==> src/rtl/mxrx_pkg.sv <==
package mxrx_pkg;
    typedef enum logic [1:0] {
        ST_IDLE  = 2'd0,
        ST_START = 2'd1,
        ST_DATA  = 2'd2,
        ST_STOP  = 2'd3
    } mxrx_state_e;

    localparam int MXRX_OSR_DEF  = 16;
    localparam int MXRX_MAXB_DEF = 17;
endpackage

==> src/rtl/mxrx_sync.sv <==
module mxrx_sync #(
    parameter int STAGES = 2
) (
    input  logic clk,
    input  logic rst_n,
    input  logic din,
    output logic dout
);
    logic [STAGES-1:0] s_d, s_q;

    always_comb begin
        s_d = {s_q[STAGES-2:0], din};
    end

    always_ff @(posedge clk or negedge rst_n) begin
        if (!rst_n) s_q <= '1;
        else        s_q <= s_d;
    end

    assign dout = s_q[STAGES-1];
endmodule

==> src/rtl/mxrx_bitdec.sv <==
module mxrx_bitdec #(
    parameter int OSR = 16,
    localparam int CNT_W = $clog2(OSR)
) (
    input  logic             clk,
    input  logic             rst_n,
    input  logic             line,
    input  logic [CNT_W-1:0] cnt,
    output logic             lvl_bit,
    output logic             mch_bit,
    output logic             mch_bad
);
    localparam int MID = OSR / 2;
    localparam int Q1  = OSR / 4;
    localparam int Q3  = (3 * OSR) / 4;

    typedef struct packed {
        logic [2:0] vote;
        logic       half_a;
        logic       half_b;
    } smp_t;

    smp_t d, q;

    always_comb begin
        d = q;
        if (cnt == CNT_W'(MID - 1)) d.vote[0] = line;
        if (cnt == CNT_W'(MID))     d.vote[1] = line;
        if (cnt == CNT_W'(MID + 1)) d.vote[2] = line;
        if (cnt == CNT_W'(Q1))      d.half_a  = line;
        if (cnt == CNT_W'(Q3))      d.half_b  = line;
    end

    always_ff @(posedge clk or negedge rst_n) begin
        if (!rst_n) q <= '0;
        else        q <= d;
    end

    assign lvl_bit = (q.vote[0] & q.vote[1]) | (q.vote[0] & q.vote[2]) | (q.vote[1] & q.vote[2]);
    assign mch_bit = q.half_a;
    assign mch_bad = (q.half_a == q.half_b);
endmodule

==> src/rtl/mxrx_receiver.sv <==
module mxrx_receiver
    import mxrx_pkg::*;
#(
    parameter int OSR  = MXRX_OSR_DEF,
    parameter int MAXB = MXRX_MAXB_DEF,
    localparam int CNT_W = $clog2(OSR),
    localparam int IDX_W = $clog2(MAXB + 1)
) (
    input  logic             clk,
    input  logic             rst_n,
    input  logic             rxd,
    input  logic             manch_en,
    input  logic             msb_first,
    input  logic [IDX_W-1:0] word_len,
    input  logic             rd,
    output logic [MAXB-1:0]  rx_data,
    output logic             rx_done,
    output logic             rx_overrun,
    output logic             mch_ferr,
    output logic             lvl_ferr,
    output logic             len17,
    output logic [1:0]       stop_vals
);
    typedef struct packed {
        mxrx_state_e      st;
        logic [CNT_W-1:0] cnt;
        logic [IDX_W-1:0] idx;
        logic             rx_prev;
        logic             f_manch;
        logic             f_msb;
        logic [IDX_W-1:0] f_len;
        logic [MAXB-1:0]  shf;
        logic             err_acc;
        logic [1:0]       stp_acc;
        logic [MAXB-1:0]  data;
        logic             done;
        logic             ovr;
        logic             mferr;
        logic             lferr;
        logic             l17;
        logic [1:0]       stp;
    } rx_state_t;

    rx_state_t d, q;

    logic             rx_s;
    logic             lvl_bit, mch_bit, mch_bad;
    logic             bit_v, bad, finish, done_eff, end_bit;
    logic [IDX_W-1:0] len_cl, pos;
    logic             fr_manch;
    logic [IDX_W-1:0] fr_len;

    mxrx_sync #(.STAGES(2)) u_sync (
        .clk  (clk),
        .rst_n(rst_n),
        .din  (rxd),
        .dout (rx_s)
    );

    mxrx_bitdec #(.OSR(OSR)) u_dec (
        .clk    (clk),
        .rst_n  (rst_n),
        .line   (rx_s),
        .cnt    (q.cnt),
        .lvl_bit(lvl_bit),
        .mch_bit(mch_bit),
        .mch_bad(mch_bad)
    );

    always_comb begin
        if (word_len == '0)                 len_cl = IDX_W'(1);
        else if (word_len > IDX_W'(MAXB))   len_cl = IDX_W'(MAXB);
        else                                len_cl = word_len;
    end

    always_comb begin
        d        = q;
        d.rx_prev = rx_s;
        bit_v    = q.f_manch ? mch_bit : lvl_bit;
        bad      = q.f_manch & mch_bad;
        finish   = 1'b0;
        done_eff = q.done & ~rd;
        end_bit  = (q.cnt == CNT_W'(OSR - 1));
        pos      = q.f_msb ? (q.f_len - IDX_W'(1) - q.idx) : q.idx;
        if (rd) begin
            d.done = 1'b0;
            d.ovr  = 1'b0;
        end
        if (q.st == ST_IDLE) begin
            if (q.rx_prev & ~rx_s) begin
                d.st      = ST_START;
                d.cnt     = CNT_W'(1);
                d.idx     = '0;
                d.f_manch = manch_en;
                d.f_msb   = msb_first;
                d.f_len   = len_cl;
                d.shf     = '0;
                d.err_acc = 1'b0;
                d.stp_acc = 2'b00;
            end
        end else begin
            d.cnt = end_bit ? '0 : q.cnt + CNT_W'(1);
            if (end_bit) begin
                case (q.st)
                    ST_START: d.st = (!bit_v && !bad) ? ST_DATA : ST_IDLE;
                    ST_DATA: begin
                        d.shf[pos] = bit_v;
                        d.err_acc  = q.err_acc | bad;
                        if (q.idx == q.f_len - IDX_W'(1)) begin
                            d.st  = ST_STOP;
                            d.idx = '0;
                        end else begin
                            d.idx = q.idx + IDX_W'(1);
                        end
                    end
                    ST_STOP: begin
                        d.err_acc          = q.err_acc | bad;
                        d.stp_acc[q.idx[0]] = bit_v;
                        if (!q.f_manch || q.idx[0]) finish = 1'b1;
                        else                        d.idx  = q.idx + IDX_W'(1);
                    end
                    default: d.st = ST_IDLE;
                endcase
            end
        end
        if (finish) begin
            d.st = ST_IDLE;
            if (done_eff) begin
                d.ovr = 1'b1;
            end else begin
                d.done  = 1'b1;
                d.data  = q.shf;
                d.mferr = q.f_manch & (q.err_acc | bad);
                d.lferr = ~q.f_manch & ~bit_v;
                d.l17   = q.f_manch & (q.f_len == IDX_W'(MAXB));
                if (q.f_manch) d.stp = d.stp_acc;
            end
        end
    end

    always_ff @(posedge clk or negedge rst_n) begin
        if (!rst_n) begin
            q         <= '0;
            q.st      <= ST_IDLE;
            q.rx_prev <= 1'b1;
        end else begin
            q <= d;
        end
    end

    assign rx_data    = q.data;
    assign rx_done    = q.done;
    assign rx_overrun = q.ovr;
    assign mch_ferr   = q.mferr;
    assign lvl_ferr   = q.lferr;
    assign len17      = q.l17;
    assign stop_vals  = q.stp;
    assign fr_manch   = q.f_manch;
    assign fr_len     = q.f_len;
endmodule

==> config.mk <==
export PLATFORM = sky130hd
export DESIGN_NAME = mxrx_receiver
export DESIGN_NICKNAME = d
export VERILOG_FILES = /design/src/rtl/mxrx_pkg.sv /design/src/rtl/mxrx_sync.sv /design/src/rtl/mxrx_bitdec.sv /design/src/rtl/mxrx_receiver.sv
export SDC_FILE = /design/constraint.sdc
export NUM_CORES = 1
export LEC_CHECK = 0
export BUFFER_PORTS_ARGS = -buffer_cell sky130_fd_sc_hd__buf_2
export CORE_MARGIN = 5
export CORE_UTILIZATION = 55
export CTS_BUF_LIST = sky130_fd_sc_hd__clkbuf_2
export DETAILED_ROUTE_END_ITERATION = 6
export PLACE_DENSITY = 0.78
export SLEW_MARGIN = 20
export SYNTH_ARGS = -nofsm -noshare
export SYNTH_HDL_FRONTEND = slang
export SYNTH_SLANG_ARGS = --single-unit
==> constraint.sdc <==
create_clock -name clk -period 2.6 [get_ports clk]
set_input_delay 0.52 -clock clk [delete_from_list [all_inputs] [get_ports clk]]
set_output_delay 0.52 -clock clk [all_outputs]
set_load 0.05 [all_outputs]
* Word-level counts from Yosys, hierarchy flattened
Index checks and enable logic that the tools add are counted.
** Word-level totals
- Register bits :: 70
- Output and inout bits :: 24
** Cells by class
- $add $sub $neg :: 4
- Magnitude comparators :: 5
- Eq/ne operators :: 17
- Multiplexer cells :: 38
- Bitwise logic cells :: 17
- Reductions and logical operators :: 22
** Operators with widths (number)
- $mux 20 :: 3
- $mux 5 :: 7
- $mux 11 :: 2
- $bwmux 17 :: 1
- $mux 17 :: 1
- $eq 4x4->1 const B :: 4
- $mux 2 :: 7
- $mux 1 :: 10
- $pmux 5 s2 :: 1
- $and 1x1->1 :: 9
- $reduce_and 3->1 :: 3
- $eq 4x3->1 const B :: 2
- $reduce_and 4->1 :: 2
- $mux 7 :: 1
- $lt 5x6->1 const B :: 1
- $ne 3x3->1 const B :: 2
- $pmux 2 s3 :: 1
- $reduce_bool 2->1 :: 3
- $reduce_bool 3->1 :: 2
- $add 5x1->5 const B :: 1
- $demux 1 s5 :: 1
- $eq 5x5->1 :: 1
- $eq 5x5->1 const B :: 1
- $ge 5x1->1 const B :: 1
- 24 further kinds :: 36

* Logic depth before layout (Yosys ltp)
- Word-level depth :: 14
- Mapped depth :: 10
- Depth with buffers taken out :: 10

* By module
From an unflattened synthesis, not the netlist that was laid out.
** Unflattened totals
- Cells, all modules :: 346
- Area, all modules :: 3768.6 sq um
** Modules (own cells, without submodules)
- mxrx_receiver :: instances 1, cells an instance 327, area each 3464.6 sq um
- mxrx_bitdec :: instances 1, cells an instance 17, area each 251.5 sq um
- mxrx_sync :: instances 1, cells an instance 2, area each 52.6 sq um

* Worst setup path after synthesis
OpenSTA, ideal clock, no wires.
- Kind :: register to register
- Start point :: register q, in the netlist fr_len[0]
- End point :: register q[29] in the netlist's numbering
- Data arrival time :: 2436 ps
- Required time :: 2524 ps
- Path slack :: 88 ps
- Stages on the path, launching flop included :: 10
- Path buffers :: 0
- Period minus slack after synthesis :: 2512 ps
- Path through :: dfrtp_1 inv_1 ha_1 fa_1 nand2b_1 a21oi_1 xor2_1 a31oi_1 or3b_4 o21ai_1
** On the way
- Longest elaborated chain between the ends :: 11
** RTL lines
- start: declaration :: line mxrx_receiver.sv:44 : rx_state_t d, q;
- $sub 5x1->5 * :: line mxrx_receiver.sv:84 : pos = q.f_msb ? (q.f_len - IDX_W'(1) - q.idx) : q.idx;
- $sub 5x5->5 * :: line mxrx_receiver.sv:84
- $mux 5 * :: line mxrx_receiver.sv:84
- $lt 5x6->1 (not written as such) / $ge 5x1->1 (equally long branches) :: line mxrx_receiver.sv:107 : d.shf[pos] = bit_v;
- $logic_and 1x1->1 (not written as such) :: line mxrx_receiver.sv:107
- $mux 1 (not written as such) :: line mxrx_receiver.sv:107
- $demux 1 s5 * :: line mxrx_receiver.sv:107
- $bwmux 17 * :: line mxrx_receiver.sv:107
- $mux 17 * :: line mxrx_receiver.sv:104 : case (q.st)
- $mux 20 * :: line mxrx_receiver.sv:103 : if (end_bit) begin
- $mux 20 * :: line mxrx_receiver.sv:89 : if (q.st == ST_IDLE) begin
Mark *: on every way between the ends. The rest lies on a longest branch, timed or not. The select of a mux whose other input is x is not followed.
A chain may end at the register's enable or synchronous reset.

* Worst setup path after layout
- Start point :: register q, in the netlist fr_len[1]
- End point :: register q[38] in the netlist's numbering
The elaborated chain is that of the path after synthesis.

==> results.py <==
metrics = {
    "outcome": {
        "status": "finished, violations left",
        "failed_checks": "negative setup slack",
    },
    "placed_design": {
        "place_ws_ns": -0.1027,
        "io_buffers": 34,
        "hpwl_mm": 5.662,
        "gp_congestion": 0.8368,
        "placed_cell_area_mm2": 0.003939,
    },
    "synthesis": {
        "synth_top_cell_by_area": "dfrtp_1",
        "ys_seq_area_frac": 0.4725,
        "synthFlopType": "dfrtp_1",
        "avgSynthCellArea_um2": 9.218,
        "synthTopCellsByArea": "dfrtp_1 (45%), nand2_1 (8.8%), ha_1 (4.7%), o21ai_0 (4.3%), buf_4 (3.8%)",
        "syn-instance-count": 403,
        "synth_seq_cells": 70,
        "synth_cell_types": 54,
        "synth_edf_count": 0,
        "synth_nets": 429,
        "synth_common_cells": "nand2_1 (87), dfrtp_1 (67), o21ai_0 (32)",
        "yosysMostFrequentCell": "nand2_1",
        "synth_area_mm2": 0.003715,
        "async_reset_ff_frac": 1.000,
        "yosysTopAreaCellShare": 0.4513,
        "synth_warnings": 0,
    },
    "route": {
        "avgViaCountPerCell": 5.613,
        "wire_per_inst_um": 15.27,
        "antenna_left": 0,
        "drt-total-wl_mm": 8.047,
        "dr.max_layer_used": "met4",
        "wl_met2_mm": 4.125,
        "wl_met3_um": 384,
        "dr.pass1.iters": 4,
        "wl_met1_mm": 3.349,
        "drc": 0,
        "dr.first_iter.drc_count": 156,
        "vias": 2958,
    },
    "worst_setup_path": {
        "critPathBufInv": 2,
        "critPathSlowestCell": "or4_4",
        "critical_path.top_delay_family": "simple AND/OR/NAND/NOR gates",
        "crit_type": "flip-flop to flip-flop",
        "critPathCaptureType": "flip-flop",
        "cpMostUsedCell": "o211ai_1",
        "cp_max_fo": 5,
        "path_cells": "nor3_2 > xor2_1 > ha_1 > buf_6 > nand2_2 > or4_4 > o211ai_1 > buf_4 > a41oi_4 > o211ai_1 > o21ai_1",
        "start_kind": "flip-flop",
        "r2r-start": "fr_len[1]",
        "slowest_delay_ns": 0.50,
        "startpoint": "fr_len[1]",
        "worstPathArrival_ns": 3.12,
        "worstPathRequired_ns": 3.06,
    },
    "final_layout": {
        "drive_above_1_share": 0.2282,
        "fin_area_mm2": 0.004255,
        "syn2layout_area_growth_pct": 14.55,
        "antenna_cells": 0,
        "fillers": 561,
        "post-route-util": 0.6369,
        "num-nets-final": 468,
    },
    "pwr": {
        "combPwrFrac": 0.535,
        "intPower_uw": 2723,
        "p_seq_frac": 0.300,
        "p_sw_uw": 1995,
        "clkPwrFrac": 0.165,
        "peakVddDrop_v": 0.0004483,
        "switching_share": 0.4229,
        "power.leakage_uw": 0.002041,
        "p_per_area_mw_per_mm2": 1109,
    },
    "timing": {
        "grt_setup_unrepaired": "yes",
        "finalSetupViolCount": 5,
        "worst_slew_pin_slew_ns": 0.6786,
        "period_needed_ns": 2.666,
        "finalMaxSlewViolations": 0,
        "fmax_mhz": 375.1,
        "slew_headroom": 0.5476,
        "post-route-period-util": 1.025,
        "worst_slack_ns": -0.06564,
        "fin_skew_ns": 0.02693,
        "hold_viol_final": 0,
    },
    "cts": {
        "cts_buffer_depth": 2,
        "cts_tree": "done",
        "cts_made_buffers": 9,
        "cts.sinks": 70,
        "cts-htree-levels": 3,
        "cts_root_buf": "clkbuf_2",
        "insertion_delay_ns": 0.56,
        "clkTransAtPathRegs_ns": 0.21,
    },
    "global_route": {
        "antenna_found_initial": 0,
        "grt_usage": 0.2010,
        "grt_overflow": 0,
        "grt_pass1_wl_mm": 13.57,
        "grt_max_degree": 71,
        "grt_pass1_vias": 2895,
    },
    "die": {
        "row_count": 30,
        "ios": 35,
        "core_area_mm2": 0.006681,
        "die_w_um": 92.19,
        "start_util": 0.5560,
        "dieArea_mm2": 0.008498,
        "die_h_um": 92.19,
    },
    "job": {
        "maxCapViolations": 0,
    },
    "hold_path": {
        "hold_path.startpoint": "rxd",
        "hp-class": "primary input to flip-flop",
    },
}
[cells in the final DEF (no fill, tap or decap), drive strengths merged, types with 5 or more instances in the layout]
master	synthesis	layout
o21ai	37	37
nor2b	6	6
a21oi	10	10
nor2	23	23
o211ai	12	12
inv	16	19
xor2	5	5
nor3	7	7
o31ai	8	8
ha	14	14
buf	24	60
nand2b	11	11
nand2	87	87
dfrtp	67	67
nand3	7	7
clkbuf	9	9
mux2i	5	5
[power groups by stage]
stage                     Sequential [uW]  Clock (uW)  Combinational, uW
after CTS                            1400         796               2060
final                                1410         780               2520
after global placement               1410           0               1850
after global routing                 1450         839               2780
after detailed placement             1420           0               1940
after floorplan                      1360           0               1350
[repair_timing]
action / 4_1_cts / 5_1_grt
endpoints found under the hold margin: 67 / 0
resized for setup: 7 / 20
buffers inserted: 0 / 6
pin swaps: 4 / 12
setup endpoints to repair: 14 / 17
hold buffers: 1 / 0
[through the flow]
stage	hold WS, ns	cells	TNS [ns]	power [uW]
after global placement	0.3466	504	0	3264
after floorplan	0.2244	403	0	2707
after global routing	0.005603	527	-2.234	5070
final	0.03157	527	-0.1888	4718
after detailed placement	0.3482	504	-0.7821	3355
after CTS	0.002565	521	-0.04628	4257
[cells by family after synthesis]
| family | synth area share |
|---|---|
| DFF | 0.4726 |
| adders and majority gates | 0.05254 |
| muxes | 0.02257 |
| AOI/OAI and AO/OA | 0.1674 |
| buffers and inverters | 0.07242 |
| xor gates and xnor gates | 0.02324 |
| and+or+nand+nor | 0.1893 |
[path summary, 6_finish.rpt]
check,end,slack (ns),depth (start not counted)
setup / recovery,q[38],-0.07,11
hold / removal,u_sync.s_q[0],0.03,1
setup reg to reg,q[38],-0.07,11
hold reg to reg,u_sync.s_q[1],0.37,0
max in group asynchronous,u_sync.s_q[1],1.79,3
min in group asynchronous,q[33],0.49,3
[layout make-up]
cell class	count	area (um^2)	area share
inverter	16	60.06	0.01411
tap	80	100.1	0.02352
multi-input combinational	284	1798	0.4225
timing repair buffer	61	391.6	0.09203
sequential	70	1755	0.4125
clock buffer	9	45.04	0.01059
clock inverter	7	105.1	0.02470
[registers in the layout, summed over array words and instances (netlist names)]
register / cells
q: 33
fr_manch: 1
u_sync.s_q: 2
rx_overrun: 1
rx_data: 17
stop_vals: 2
rx_done: 1
mch_ferr: 1
lvl_ferr: 1
fr_len: 5
u_dec.mch_bit: 1
len17: 1
u_dec.q: 4
[layer usage]
metal | up-vias | track usage
li1 | 1467 | -
met1 | 1395 | 0.2440
met2 | 78 | 0.3364
met3 | 18 | 0.03856
met4 | 0 | 0.1089
met5 | - | 0
Note: power is estimated with default switching activity, not from simulation.
